<file path="src/rtl/mono_scanout_pkg.sv">
package mono_scanout_pkg;
  localparam int unsigned FB_ADDR_W = 13;
  localparam logic [2:0]  FB_PAGE   = 3'b001;
  localparam logic [2:0]  LOAD_SLOT = 3'b011;
  typedef logic [FB_ADDR_W-1:0] fb_addr_t;
endpackage

</file>
<file path="src/rtl/mono_phase_div.sv">
module mono_phase_div #(
  parameter int unsigned DIV_W = 3
) (
  input  logic             clk_i,
  input  logic             rst_ni,
  input  logic             restart_i,
  output logic [DIV_W-1:0] div_o
);
  logic [DIV_W-1:0] div_q;

  always_ff @(posedge clk_i or negedge rst_ni) begin
    if (!rst_ni)        div_q <= '0;
    else if (restart_i) div_q <= '0;
    else                div_q <= div_q + 1'b1;
  end

  assign div_o = div_q;
endmodule

</file>
<file path="src/rtl/mono_sync_gen.sv">
module mono_sync_gen #(
  parameter int unsigned H_TOTAL  = 409,
  parameter int unsigned H_SYNC   = 9,
  parameter int unsigned H_START  = 64,
  parameter int unsigned H_ACTIVE = 256,
  parameter int unsigned V_TOTAL  = 585,
  parameter int unsigned V_SYNC   = 2,
  parameter int unsigned V_START  = 40,
  parameter int unsigned V_ACTIVE = 512
) (
  input  logic clk_i,
  input  logic rst_ni,
  output logic hsync_o,
  output logic vsync_o,
  output logic active_o,
  output logic line_wrap_o,
  output logic frame_wrap_o,
  output logic line_done_o
);
  localparam int unsigned HW = $clog2(H_TOTAL + 1);
  localparam int unsigned VW = $clog2(V_TOTAL + 1);
  localparam logic [HW-1:0] H_LAST_C  = HW'(H_TOTAL - 1);
  localparam logic [HW-1:0] H_SYNC_C  = HW'(H_SYNC);
  localparam logic [HW-1:0] H_START_C = HW'(H_START);
  localparam logic [HW-1:0] H_STOP_C  = HW'(H_START + H_ACTIVE);
  localparam logic [HW-1:0] H_DONE_C  = HW'(H_START + H_ACTIVE - 1);
  localparam logic [VW-1:0] V_LAST_C  = VW'(V_TOTAL - 1);
  localparam logic [VW-1:0] V_SYNC_C  = VW'(V_SYNC);
  localparam logic [VW-1:0] V_START_C = VW'(V_START);
  localparam logic [VW-1:0] V_STOP_C  = VW'(V_START + V_ACTIVE);

  logic [HW-1:0] h_q;
  logic [VW-1:0] v_q;
  logic h_win, v_win;

  always_ff @(posedge clk_i or negedge rst_ni) begin
    if (!rst_ni) begin
      h_q <= '0;
      v_q <= '0;
    end else if (h_q == H_LAST_C) begin
      h_q <= '0;
      v_q <= (v_q == V_LAST_C) ? '0 : v_q + 1'b1;
    end else begin
      h_q <= h_q + 1'b1;
    end
  end

  assign h_win        = (h_q >= H_START_C) && (h_q < H_STOP_C);
  assign v_win        = (v_q >= V_START_C) && (v_q < V_STOP_C);
  assign hsync_o      = (h_q >= H_SYNC_C);
  assign vsync_o      = (v_q >= V_SYNC_C);
  assign active_o     = h_win && v_win;
  assign line_wrap_o  = (h_q == H_LAST_C);
  assign frame_wrap_o = line_wrap_o && (v_q == V_LAST_C);
  assign line_done_o  = (h_q == H_DONE_C) && v_win;


  hsync_blank_chk: assert property (@(posedge clk_i) disable iff (!rst_ni)
    !hsync_o |-> !active_o);

  vsync_blank_chk: assert property (@(posedge clk_i) disable iff (!rst_ni)
    !vsync_o |-> !active_o);
endmodule

</file>
<file path="src/rtl/mono_addr_gen.sv">
module mono_addr_gen
  import mono_scanout_pkg::*;
#(
  parameter int unsigned LINE_REP = 2
) (
  input  logic     clk_i,
  input  logic     rst_ni,
  input  logic     load_i,
  input  logic     line_done_i,
  input  logic     frame_wrap_i,
  output fb_addr_t addr_o
);
  localparam int unsigned RW = (LINE_REP > 1) ? $clog2(LINE_REP) : 1;
  localparam logic [RW-1:0] REP_LAST_C = RW'(LINE_REP - 1);

  fb_addr_t      addr_q, base_q;
  logic [RW-1:0] rep_q;

  always_ff @(posedge clk_i or negedge rst_ni) begin
    if (!rst_ni) begin
      addr_q <= '0;
      base_q <= '0;
      rep_q  <= '0;
    end else if (frame_wrap_i) begin
      addr_q <= '0;
      base_q <= '0;
      rep_q  <= '0;
    end else if (line_done_i) begin
      if (rep_q == REP_LAST_C) begin
        base_q <= addr_q;   // next row starts where this one ended
        rep_q  <= '0;
      end else begin
        addr_q <= base_q;   // redisplay the same row
        rep_q  <= rep_q + 1'b1;
      end
    end else if (load_i) begin
      addr_q <= addr_q + 1'b1;
    end
  end

  assign addr_o = addr_q;


  addr_step_chk: assert property (@(posedge clk_i) disable iff (!rst_ni)
    load_i |=> addr_q == $past(addr_q) + fb_addr_t'(1));

  frame_zero_chk: assert property (@(posedge clk_i) disable iff (!rst_ni)
    frame_wrap_i |=> (addr_q == '0) && (rep_q == '0));
endmodule

</file>
<file path="src/rtl/mono_pix_shift.sv">
module mono_pix_shift (
  input  logic       clk_i,
  input  logic       rst_ni,
  input  logic       load_i,
  input  logic [7:0] data_i,
  output logic       pix_o
);
  logic [7:0] sr_q;
  logic [3:0] left_q;

  always_ff @(posedge clk_i or negedge rst_ni) begin
    if (!rst_ni) begin
      sr_q   <= '0;
      left_q <= '0;
    end else if (load_i) begin
      sr_q   <= data_i;
      left_q <= 4'd8;
    end else begin
      sr_q <= {sr_q[6:0], 1'b0};
      if (left_q != '0) left_q <= left_q - 1'b1;
    end
  end

  // blanking gate: only bits fed by a load reach the output
  assign pix_o = sr_q[7] && (left_q != '0);


  load_gap_chk: assert property (@(posedge clk_i) disable iff (!rst_ni)
    load_i |-> left_q <= 4'd1);
endmodule

</file>
<file path="src/rtl/mono_scanout.sv">
module mono_scanout
  import mono_scanout_pkg::*;
#(
  parameter int unsigned H_TOTAL  = 409,
  parameter int unsigned H_SYNC   = 9,
  parameter int unsigned H_START  = 64,
  parameter int unsigned H_ACTIVE = 256,
  parameter int unsigned V_TOTAL  = 585,
  parameter int unsigned V_SYNC   = 2,
  parameter int unsigned V_START  = 40,
  parameter int unsigned V_ACTIVE = 512,
  parameter int unsigned LINE_REP = 2
) (
  input  logic        clk_i,
  input  logic        rst_ni,
  input  logic [7:0]  data_i,
  output logic [15:0] vid_addr_o,
  output logic [2:0]  phase_o,
  output logic        hsync_o,
  output logic        vsync_o,
  output logic        vid_active_o,
  output logic        pixel_o,
  output logic [2:0]  rgb_o
);
  // H_START must be a multiple of 8 so the load slot sits inside each byte cell
  logic       line_wrap, frame_wrap, line_done, active, load;
  logic [2:0] div;
  fb_addr_t   fb_addr;
  logic       pix;

  mono_sync_gen #(
    .H_TOTAL(H_TOTAL), .H_SYNC(H_SYNC), .H_START(H_START), .H_ACTIVE(H_ACTIVE),
    .V_TOTAL(V_TOTAL), .V_SYNC(V_SYNC), .V_START(V_START), .V_ACTIVE(V_ACTIVE)
  ) u_sync (
    .clk_i, .rst_ni,
    .hsync_o, .vsync_o,
    .active_o     (active),
    .line_wrap_o  (line_wrap),
    .frame_wrap_o (frame_wrap),
    .line_done_o  (line_done)
  );

  mono_phase_div #(.DIV_W(3)) u_div (
    .clk_i, .rst_ni,
    .restart_i (line_wrap),
    .div_o     (div)
  );

  assign load = active && (div == LOAD_SLOT);

  mono_addr_gen #(.LINE_REP(LINE_REP)) u_addr (
    .clk_i, .rst_ni,
    .load_i       (load),
    .line_done_i  (line_done),
    .frame_wrap_i (frame_wrap),
    .addr_o       (fb_addr)
  );

  mono_pix_shift u_shift (
    .clk_i, .rst_ni,
    .load_i (load),
    .data_i,
    .pix_o  (pix)
  );

  assign vid_addr_o   = {FB_PAGE, fb_addr};
  assign phase_o      = div;
  assign vid_active_o = active;
  assign pixel_o      = pix;
  assign rgb_o        = {3{pix}};


  phase_align_chk: assert property (@(posedge clk_i) disable iff (!rst_ni)
    $rose(vid_active_o) |-> phase_o == 3'd0);

  blank_pix_chk: assert property (@(posedge clk_i) disable iff (!rst_ni)
    (!hsync_o || !vsync_o) |-> !pixel_o);
endmodule

</file>
<file path="config.mk">
export PLATFORM = sky130hd
export DESIGN_NAME = mono_scanout
export DESIGN_NICKNAME = d
export VERILOG_FILES = /design/src/rtl/mono_scanout_pkg.sv /design/src/rtl/mono_phase_div.sv /design/src/rtl/mono_sync_gen.sv /design/src/rtl/mono_addr_gen.sv /design/src/rtl/mono_pix_shift.sv /design/src/rtl/mono_scanout.sv
export SDC_FILE = /design/constraint.sdc
export NUM_CORES = 1
export LEC_CHECK = 0
export ABC_AREA = 1
export CAP_MARGIN = 20
export CORE_MARGIN = 2
export CORE_UTILIZATION = 31
export CTS_BUF_LIST = sky130_fd_sc_hd__clkbuf_8
export CTS_CLUSTER_DIAMETER = 80
export DETAILED_ROUTE_END_ITERATION = 8
export GPL_TIMING_DRIVEN = 0
export MAX_ROUTING_LAYER = met4
export PLACE_DENSITY = 0.6
export SLEW_MARGIN = 25
export SYNTH_ARGS = -nofsm -noshare
export SYNTH_HDL_FRONTEND = slang
export SYNTH_HIERARCHICAL = 1
export SYNTH_SLANG_ARGS = --single-unit
</file>
<file path="constraint.sdc">
create_clock -name clk_i -period 5 [get_ports clk_i]
set_clock_uncertainty 0.2 [all_clocks]
set_input_delay 0.5 -clock clk_i [delete_from_list [all_inputs] [get_ports clk_i]]
set_output_delay 0.5 -clock clk_i [all_outputs]
set_load 0.005 [all_outputs]
</file>
== After elaboration in Yosys (flattened, before gate mapping) ==
Cells that the tools add are included.

* RAM bits: 0
* Word-level logic and storage cells: 50
* Latch bits: 0
* Input port bits: 10
* Bits in read-only memories: 0
* Memories: 0
* Bits in registers: 61

* $mul: 0
* Magnitude comparators: 6
* Add/sub/neg operators: 6
* Bitwise gates (word level): 0
* Multiplexer cells: 15
* Reduce and logical (&&, ||, !) cells: 11
* Equal/unequal tests: 4
* Shift-type cells: 0
* Div/mod/pow operators: 0

{| class="wikitable"
|+ Operators with widths
! kind !! count
|-
| 13-bit 2-to-1 mux || 6
|-
| 9-bit equality test (second input constant) || 2
|-
| 13-bit by 1-bit adder with 13-bit output (second input constant) || 1
|-
| 10-bit by 1-bit adder with 10-bit output (second input constant) || 1
|-
| 10-bit equality test (second input constant) || 1
|-
| 10-bit by 2-bit >= comparator with 1-bit output (second input constant) || 1
|-
| 10-bit by 6-bit >= comparator with 1-bit output (second input constant) || 1
|-
| 10-bit < comparator (second input constant) || 1
|-
| 10-bit 2-to-1 mux || 1
|-
| 9-bit by 1-bit adder with 9-bit output (second input constant) || 1
|-
| 9-bit by 4-bit >= comparator with 1-bit output (second input constant) || 1
|-
| 9-bit by 7-bit >= comparator with 1-bit output (second input constant) || 1
|-
| 9-bit < comparator (second input constant) || 1
|-
| 9-bit 2-to-1 mux || 1
|-
| 4-bit 2-to-1 mux || 2
|-
| 8-bit 2-to-1 mux || 1
|-
| 1-bit logical AND || 7
|-
| 2-bit nonzero test || 2
|-
| 4-bit nonzero test || 1
|-
| 4-bit by 1-bit subtractor with 4-bit output (second input constant) || 1
|-
| 3-bit by 1-bit adder with 3-bit output (second input constant) || 1
|-
| 3-bit by 2-bit equality test with 1-bit output (second input constant) || 1
|-
| 1-bit 2-to-1 mux || 3
|-
| 3-bit 2-to-1 mux || 1
|-
| 2 further kinds || 2
|}

== Logic depth before layout (Yosys ltp) ==
Gate-level depths: netlist of the first run.

* Word-level depth: 7
* Depth in mapped cells: 17

== Hierarchy ==
Netlist of the first run, hierarchy kept.

{| class="wikitable"
|+ Modules (own cells, without submodules)
! module !! times used !! area each (sq um) !! cells an instance
|-
| mono_addr_gen || 1 || 1562.7 || 214
|-
| mono_sync_gen || 1 || 1137.3 || 152
|-
| mono_pix_shift || 1 || 575.6 || 63
|-
| mono_phase_div || 1 || 120.1 || 12
|-
| mono_scanout || 1 || 70.1 || 12
|}

== Worst setup path before layout of the first run ==
Ideal clock, no wire load.

* Kind: register -> register
* Start point: register u_sync.h_q[0]
* End point: register u_addr.addr_q[2] (netlist: u_addr/addr_o[2])
* Required time: 4670 ps
* Setup slack: 2841 ps
* Clock period less this slack: 2159 ps
* Data arrival time: 1829 ps
* Cell stages (with the launch flop): 12
* Setup time: 130 ps
* Buffers on the path: 1
* Cell sequence: dfrtp_1 > ha_1 > nand2_1 > inv_1 > nand2_1 > nor3b_1 > nand3_1 > nor2_1 > inv_2 > buf_2 > a211oi_1 > o21ai_0

* Elaborated cells between the ends (all ways): 12
* Those cells by class: 2 x order compare; 2 x eq/ne; 2 x mux; 6 x reduce/logical

{| class="wikitable"
|+ RTL lines
! what !! line !! source
|-
| start: declaration || mono_sync_gen.sv:32 || <nowiki>logic [HW-1:0] h_q;</nowiki>
|-
| start signal: assignment || mono_sync_gen.sv:44 || <nowiki>h_q <= h_q + 1'b1;</nowiki>
|-
| 9-bit equality test (*) || mono_sync_gen.sv:55 || <nowiki>assign line_done_o = (h_q == H_DONE_C) && v_win;</nowiki>
|-
| 1-bit logical AND (*) || mono_sync_gen.sv:55 ||
|-
| via line_done || mono_scanout.sv:26 || <nowiki>logic line_wrap, frame_wrap, line_done, active, load;</nowiki>
|-
| 13-bit 2-to-1 mux || mono_addr_gen.sv:28 || <nowiki>end else if (line_done_i) begin</nowiki>
|-
| 13-bit 2-to-1 mux || mono_addr_gen.sv:24 || <nowiki>end else if (frame_wrap_i) begin</nowiki>
|-
| end signal: assignment || mono_addr_gen.sv:33 || <nowiki>addr_q <= base_q;</nowiki>
|-
| end signal: assignment || mono_addr_gen.sv:37 || <nowiki>addr_q <= addr_q + 1'b1;</nowiki>
|-
| end: declaration || mono_addr_gen.sv:16 || <nowiki>fb_addr_t addr_q, base_q;</nowiki>
|}

The timed path passes the listed nets; every way through them passes the cells marked *.
A chain may end at the register's enable or synchronous reset.

== Final worst setup path of the first run ==
* Start point: register u_sync.v_q[3]
* End point: output vid_active_o

* Longest elaborated chain between the ends: 3
* Elaborated cells between the ends (all ways): 4
* Those cells by class: 2 x order compare; 2 x reduce/logical

{| class="wikitable"
|+ RTL lines
! what !! line !! source
|-
| start: declaration || mono_sync_gen.sv:33 || <nowiki>logic [VW-1:0] v_q;</nowiki>
|-
| start signal: assignment || mono_sync_gen.sv:42 || <nowiki>v_q <= (v_q == V_LAST_C) ? '0 : v_q + 1'b1;</nowiki>
|-
| 10-bit by 6-bit >= comparator with 1-bit output or 10-bit < comparator (tied branches) || mono_sync_gen.sv:49 || <nowiki>assign v_win = (v_q >= V_START_C) && (v_q < V_STOP_C);</nowiki>
|-
| 1-bit logical AND (*) || mono_sync_gen.sv:49 ||
|-
| 1-bit logical AND (*) || mono_sync_gen.sv:52 || <nowiki>assign active_o = h_win && v_win;</nowiki>
|-
| end: declaration || mono_scanout.sv:21 || <nowiki>output logic vid_active_o,</nowiki>
|}

Every way passes the cells marked *; elsewhere a longest branch is shown, timed or not.

==> impl.org, run 1 <==
** Status
- The flow ran to the end, and the final reports show no timing, DRC or antenna violations.

** Synth
- A synthesized cell averages 7.651 um^2.
- Count of warnings emitted by yosys :: 6
- Library cells used by synthesis :: 36
- #FFs+latches synth :: 61
- For this run, asynchronously set or reset flops after synthesis account for 100.0%.
- The mapped netlist covers 3466 um^2.
- Yosys instantiated no cell more often than sky130_fd_sc_hd__nand2_1.
- Synthesis handed over a netlist of 453 instances.
- Most used standard cells in the synthesized netlist :: 113 x sky130_fd_sc_hd__nand2_1, 61 x sky130_fd_sc_hd__dfrtp_1, 57 x sky130_fd_sc_hd__inv_1, 53 x sky130_fd_sc_hd__nor2_1, 27 x sky130_fd_sc_hd__nand3_1
- Among all flip-flop cells after synthesis, the most frequent one is sky130_fd_sc_hd__dfrtp_1.
- The largest total area in the synthesized netlist belongs to sky130_fd_sc_hd__dfrtp_1.
- Fraction of the yosys area taken by sequential cells :: 44.04%
- In this run, synthesis inferred 0 flip-flops with an integrated enable.
- In this run the biggest area consumer among cell types represents 44.04% of the synthesized area.
- Ranked by total cell area, the synthesized netlist is headed by sky130_fd_sc_hd__dfrtp_1 44%, sky130_fd_sc_hd__nand2_1 12%, sky130_fd_sc_hd__inv_1 6.2%.

** Worst setup path
- CP Data Required Time :: 4.30 ns
- In this run the worst path has a maximum fanout of 6.
- The worst setup path is of the flop to output port kind.
- For the worst setup path, the data arrival time is 2.03 ns.
- Startpoint Class :: flop
- Crit. End Element :: output port
- R2R cell count :: 15

** Final layout
- The area growth from synthesis to layout is 21.19%.
- In the final layout, the share of cells above drive strength 1 is 11.71%.
- The repair_antennas step left the layout with diodes totalling 0.
- At the end of the flow, the number of nets in the layout was 518.

** Clock network
- Library cell used as clock root buffer :: sky130_fd_sc_hd__clkbuf_8
- Maximum level of the CTS H-tree :: 3
- At the later pin of the worst-skew pair, clock insertion delay measures 0.35 ns.
- Clock transition at the registers of the reported paths :: 0.07 ns
- Counting the buffers created by CTS gives 9.
- Max clock buf depth :: 2
- CTS saw 61 sinks.
- TritonCTS clock tree :: built

** Routing
- Via-per-instance ratio :: 4.592
- Wires add up to 7324 um.
- For this run, design rule violations remaining after detail routing come to 0.
- In the final routed layout, each cell accounts on average for 11.37 um.
- ANT nets after route :: 0
- Number of iterations in the first detailed-routing pass :: 5
- Vias :: 2957
- In this run, the number of DRC markers left after iteration 0 of detailed routing was 202.

** STA
- Static timing analysis puts the maximum clock frequency at 366.3 MHz.
- Final cycle utilization of the critical path :: 54.59%
- Once routing completed, OpenROAD measured the worst setup slack at 2.270 ns.
- Minimum clock period after layout :: 2.730 ns
- In the final timing run, aggregate negative setup slack is 0 ns.
- Max-slew violations :: 0
- The number of hold violations in the final report came to 0.
- Setup violations remaining at the end of the flow were counted as 0.
- Setup repair after global routing missed its margin :: false

** Power
- For this design the static power due to leakage is 2.066 nW.
- Worst ir drop on vdd :: 0.09230 mV
- Total power for the finished layout comes to 957.7 uW.
- Power per Cell Area :: 228.0 nW/um^2

** Global route
- Global-route wire length before repair :: 12650 um
- Total Routing Usage GR :: 14.02%
- The number of antenna violations at the first check in global routing is 0.
- Entering global routing, the biggest net connects 51 pins.
- Summed over all layers, the global routing overflow is 0.
- Via count of the first global-routing pass :: 2752

** Worst hold path
- The tightest min-delay check is of the flop to flop type.
- The worst hold path passes through 2 cells.

** Placement
- In this run the tool buffered the top-level ports with 32 buffer cells.
- The wire-length estimate of the detail-placed layout is 5327 um.
- Worst slack at placement :: 2.348 ns
- At the end of routability-driven placement, the weighted congestion stood at 0.8409.

** Die
- For this configuration, the core starts out at a cell density of 31.83%.
- Std cell rows :: 38
- The floorplan step defined a die boundary enclosing 12040 um^2.
- In this run the standard cell core region covers 10890 um^2.
- DIE HEIGHT :: 109.7 um
- From left edge to right edge, the die measures 109.7 um.
- Top-level port count :: 36

** Job
- The tool flagged a number of max-cap violations equal to 0.
[cell usage in the layout (no fill, tap or decap), types with 6 or more instances in the layout]
| cell type | count |
|---|---|
| sky130_fd_sc_hd__o21ai_0 | 22 |
| sky130_fd_sc_hd__nor3_1 | 6 |
| sky130_fd_sc_hd__nand2_1 | 113 |
| sky130_fd_sc_hd__nand3_1 | 27 |
| sky130_fd_sc_hd__clkdlybuf4s50_1 | 31 |
| sky130_fd_sc_hd__dfrtp_1 | 61 |
| sky130_fd_sc_hd__inv_1 | 57 |
| sky130_fd_sc_hd__buf_4 | 9 |
| sky130_fd_sc_hd__nor2_2 | 9 |
| sky130_fd_sc_hd__buf_2 | 6 |
| sky130_fd_sc_hd__xor2_1 | 8 |
| sky130_fd_sc_hd__a21oi_1 | 15 |
| sky130_fd_sc_hd__clkbuf_8 | 10 |
| sky130_fd_sc_hd__ha_1 | 9 |
| sky130_fd_sc_hd__a211oi_1 | 10 |
| sky130_fd_sc_hd__nor2_1 | 53 |
| sky130_fd_sc_hd__nand4_1 | 12 |
[routing by layer]
metal / GRT usage (%) / part of all wire, % / up-vias
li1: - / - / 1534
met1: 17.96 / 48 / 1346
met2: 20.55 / 46 / 63
met3: 2.905 / 4.1 / 14
met4: 7.957 / 1.9 / 0
met5: - / 0 / -
[stage by stage]
step	util, %	std cells	hold slack [ns]	cell area (um^2)
floorplan	-	454	0.004409	3470
global placement	36.42	626	0.2267	3965
detailed placement	36.65	627	0.1621	3990
CTS	38.58	644	0.2422	4200
global route	38.58	644	0.2778	4200
finish	38.58	644	0.2398	4200
[layout make-up]
class                   instances  area [um^2]
repair buffers                 34        355.3
plain buffers                  18        131.4
inverters                      61        234.0
well taps                     140        175.2
clock buffers                  10        137.6
multi-input cells             314         1578
clock inverters                 6        62.56
flip-flops and latches         61         1526
fillers                      1136         6688
[worst paths after layout]
check / startpoint / to / slack [ns]
max: u_sync/v_q[3] / vid_active_o / 2.27
min: u_shift/sr_q[4] / u_shift/sr_q[5] / 0.24
max reg2reg: u_sync/h_q[0] / u_addr/addr_o[6] / 2.35
min reg2reg: u_shift/sr_q[4] / u_shift/sr_q[5] / 0.24
max in group asynchronous: rst_ni / u_shift/sr_q[5] / 3.78
min in group asynchronous: rst_ni / u_addr/addr_o[9] / 0.32
[critical path, stage by stage (launching register included)]
cell and delay, ns:
sky130_fd_sc_hd__dfrtp_1 0.44, sky130_fd_sc_hd__inv_1 0.13, sky130_fd_sc_hd__nand2_1 0.06, sky130_fd_sc_hd__nand2_1 0.06, sky130_fd_sc_hd__nand3_1 0.09, sky130_fd_sc_hd__xor2_1 0.18
sky130_fd_sc_hd__nor2_1 0.19, sky130_fd_sc_hd__clkdlybuf4s50_1 0.54
[flip-flops by register name, summed over array words and instances (netlist names)]
signal	cells
u_addr/addr_o	13
u_addr/base_q	13
u_addr/rep_q	1
u_div/div_o	3
u_shift/left_q	4
u_shift/sr_q	8
u_sync/h_q	9
u_sync/v_q	10
[kinds of logic (layout without fill, tap and decap cells)]
logic type	after synthesis	after routing	share of synthesized area (%)
adders and majority gates	9	9	3.249
and+or+nand+nor	234	234	29.96
buffers and inverters	79	129	10.54
AOI/OAI and AO/OA	59	59	9.711
other	2	3	0.2167
DFF	61	61	44.04
xor gates and xnor gates	9	9	2.274
[power by group]
part | total [mW] | switching [mW] | internal, mW
registers | 0.493 | 0 | 0.493
logic | 0.0216 | 0.0115 | 0.0101
clock network | 0.443 | 0.200 | 0.242
total | 0.958 | 0.212 | 0.746
[what timing repair did]
| item | 4_1_cts | 5_1_grt |
|---|---|---|
| hold buffers | 1 | 0 |
| endpoints found under the hold margin | 11 | 0 |
| gates resized for setup | 0 | 0 |
| endpoints found under the setup margin | 0 | 0 |
| setup buffers | 0 | 0 |
Power figures use the tool's default switching activity.
==> inputs of run 2 (changes only) <==
Settings changed: PLACE_DENSITY 0.6 to 0.62.
Clock period 5 ns to 2.5 ns, I/O delays scaled along.
==> impl.org, run 2 (same netlist as run 1, synthesis figures left out) <==
** STA
- Max Clock Freq :: 420.4 MHz
- The final worst hold slack is 0.08845 ns (was 0.2398 ns).
- Dividing the final minimum period by the clock period gives 95.14%.
- The summed negative setup slack over all endpoints is 0 ns (unchanged).
- Final hold violation count :: 0 (unchanged)
- For the finished layout, the period the worst path requires is 2.378 ns.
- Max-slew violations :: 0 (unchanged)
- The final setup violation count came to 0 (unchanged).
- The final worst-path setup slack came to 0.1216 ns (was 2.270 ns).
- Setup repair after global routing missed its margin :: true (was false)

** Placement
- Last weighted congestion value of the routability-driven placer :: 0.8831 (was 0.8409)
- Final HPWL from detailed placement :: 5220 um (was 5327 um)
- Port Buffer Count :: 32 (unchanged)
- The worst setup slack before clock tree synthesis came to -0.07161 ns (was 2.348 ns).
- The placed instance area was 3990 um^2 (unchanged).

** Worst setup path
- The number of cell instances on the worst register-to-register path came to 11 (was 15).
- The class of the most critical setup path is flop to output port (unchanged).
- The launch point of the worst path is u_shift/left_q[0] (was u_sync/v_q[3]).
- Startpoint Class :: flop (unchanged)
- The flop-to-flop setup slack came to 0.20 ns (was 2.35 ns).
- The destination of the worst register-to-register timing path is u_addr/addr_o[2] (was u_addr/addr_o[6]).
- The critical path endpoint was rgb_o[1] (was vid_active_o).
- Worst path arrival time :: 1.93 ns (was 2.03 ns)
- The endpoint required time on the critical path is 2.05 ns (was 4.30 ns).
- Startpoint of the lowest-slack register-to-register path :: u_sync/h_q[1] (was u_sync/h_q[0])
- The sort of element at the end of the critical path is an output port (unchanged).
- Largest fanout on the critical path :: 6 (unchanged)

** Global route
- The via count of the first global-routing pass was 2900 (was 2752).
- Number of antenna violations at the first check in global routing :: 0 (unchanged)
- The leftover overflow at the end of global routing came to 0 (unchanged).
- Pin count of the biggest net entering global routing :: 52 (was 51)
- Global-route wire length before repair :: 12890 um (was 12650 um)
- The global-route usage over all layers is 13.80% (was 14.02%).

** Routing
- The wire length per cell after detailed routing came to 11.12 um (was 11.37 um).
- The detailed-routing wirelength on met1 is 3501 um (was 3534 um).
- The remaining design rule violation count was 0 (unchanged).
- The first-pass iteration count of the detailed router came to 6 (was 5).
- ANT nets after route :: 0 (unchanged)
- Detailed route wirelength on metal3 :: 259 um (was 303 um)
- Highest metal used :: met4 (unchanged)
- The wire length on met2 was 3386 um (was 3346 um).
- Drt first-iter violations :: 153 (was 202)
- Vias :: 3000 (was 2957)
- The average via count per standard cell came to 4.630 (was 4.592).
- The final routed wirelength across all metal layers came to 7203 um (was 7324 um).

** Power
- Clock network fraction of total power :: 49.0% (was 46.2%)
- Switching part of the total power :: 22.10% (was 22.13%)
- Seq pwr share :: 48.9% (was 51.5%)
- The total design power came to 2.018 mW (was 957.7 uW).
- Cell internal pwr :: 1.572 mW (was 745.8 uW)
- The part of the total power dissipated in combinational logic came to 2.1% (was 2.3%).
- Leakage Power :: 2.095 nW (was 2.066 nW)
- The maximum vdd ir drop came to 0.2135 mV (was 0.09230 mV).
- The switching power summed over all nets was 446.1 uW (was 211.9 uW).
- The power density over the cells was 469.8 nW/um^2 (was 228.0 nW/um^2).

** Final layout
- Top library cells by usage in the layout, fill and taps aside: 112 x sky130_fd_sc_hd__nand2_1, 60 x sky130_fd_sc_hd__dfrtp_1, 54 x sky130_fd_sc_hd__inv_1 (was 113 x sky130_fd_sc_hd__nand2_1, 61 x sky130_fd_sc_hd__dfrtp_1, 57 x sky130_fd_sc_hd__inv_1).
- The most frequent standard cell in the layout excluding fill and tap cells is sky130_fd_sc_hd__nand2_1 (unchanged).
- Synth-to-Final Area Change :: 23.97% (was 21.19%)
- Post-layout nets :: 522 (was 518)
- Final Cell Area :: 4297 um^2 (was 4200 um^2)
- The final antenna diode count came to 0 (unchanged).
- The ratio of cells with drive above 1 in the final layout was 14.57% (was 11.71%).

** Die
- Core Box Area :: 10890 um^2 (unchanged)
- Std cell rows :: 38 (unchanged)
- Top-level port count :: 36 (unchanged)
- The vertical die dimension came to 109.7 um (unchanged).
- Die span in x :: 109.7 um (unchanged)
- The die area was 12040 um^2 (unchanged).
- Initial core utilization :: 31.83% (unchanged)

** Clock network
- The register clock-pin slew on the reported worst setup and hold paths is 0.08 ns (was 0.07 ns).
- The maximum level of the CTS H-tree is 3 (unchanged).
- Insertion delay to the later sink of the worst-skew pair :: 0.34 ns (was 0.35 ns)
- Library cell used as clock root buffer :: sky130_fd_sc_hd__clkbuf_8 (unchanged)
- The CTS tree is built (unchanged).
- Max clock buf depth :: 2 (unchanged)
- The total clock sinks is 61 (unchanged).
- The number of clock buffers inserted by TritonCTS is 9 (unchanged).

** Worst hold path
- Class of the most critical hold timing path :: input pin to asynchronous set/reset pin (was flop to flop)

** Status
- Run status :: complete, no violations (unchanged)

** Job
- The max capacitance violation total was 0 (unchanged).
-- run 2: area by class of cell --
cell class | instances | area (um^2)
buffer | 18 | 133.9
clock inverter | 7 | 98.84
timing repair buffer | 38 | 385.4
clock buffer | 9 | 123.9
sequential | 61 | 1528
inverter | 61 | 236.5
tap | 140 | 175.2
fill | 1104 | 6591
multi-input combinational | 314 | 1615
-- run 2: routing by layer --
layer  GRT usage (%)  vias to the layer above
met5               -                        -
met4           4.430                        0
met3           3.734                        4
met2           22.27                       56
met1           16.81                     1406
li1                -                     1534
-- run 2: power groups by stage --
stage | Clock [mW] | Combinational (mW) | Sequential [mW]
2_1_floorplan | 0 | 0.00440 | 1.01
3_3_place_gp | 0 | 0.0386 | 1.01
3_5_place_dp | 0 | 0.0440 | 1.01
4_1_cts | 1.02 | 0.0454 | 0.986
5_1_grt | 1.07 | 0.0494 | 0.986
6_report | 0.989 | 0.0432 | 0.986
-- run 2: worst min path at each step --
| stage | depth (start not counted) | slack, ns | end | startpoint |
|---|---|---|---|---|
| after floorplan | 0 | -0.25 | u_addr/addr_o[0] | rst_ni |
| after global placement | 2 | 0.23 | u_shift/sr_q[3] | u_shift/sr_q[2] |
| after detailed placement | 1 | -0.09 | u_sync/h_q[0] | rst_ni |
| after CTS | 2 | 0.07 | u_sync/h_q[0] | rst_ni |
| after global routing | 2 | 0.10 | u_sync/h_q[1] | rst_ni |
| final | 2 | 0.09 | u_div/div_o[0] | rst_ni |
-- run 2: worst max-delay path: stages, from the launching register on --
cell and delay [ns]:
sky130_fd_sc_hd__dfrtp_1 0.37, sky130_fd_sc_hd__inv_2 0.07, sky130_fd_sc_hd__ha_1 0.22, sky130_fd_sc_hd__nand3_4 0.13, sky130_fd_sc_hd__and2_1 0.20, sky130_fd_sc_hd__buf_4 0.12, sky130_fd_sc_hd__clkdlybuf4s50_1 0.48
-- run 2: per-stage QoR --
step | util, % | cells
2_1_floorplan | - | 454
5_1_grt | 39.46 | 648
3_3_place_gp | 36.42 | 626
3_5_place_dp | 36.65 | 627
6_report | 39.46 | 648
4_1_cts | 38.97 | 645
-- run 2: what timing repair did --
action | 4_1_cts | 5_1_grt
endpoints found under the setup margin | 12 | 23
resized for setup | 3 | 12
pin swaps | 1 | 3
setup buffers | 1 | 3
hold buffers | 1 | 0
hold endpoints to repair | 61 | 0
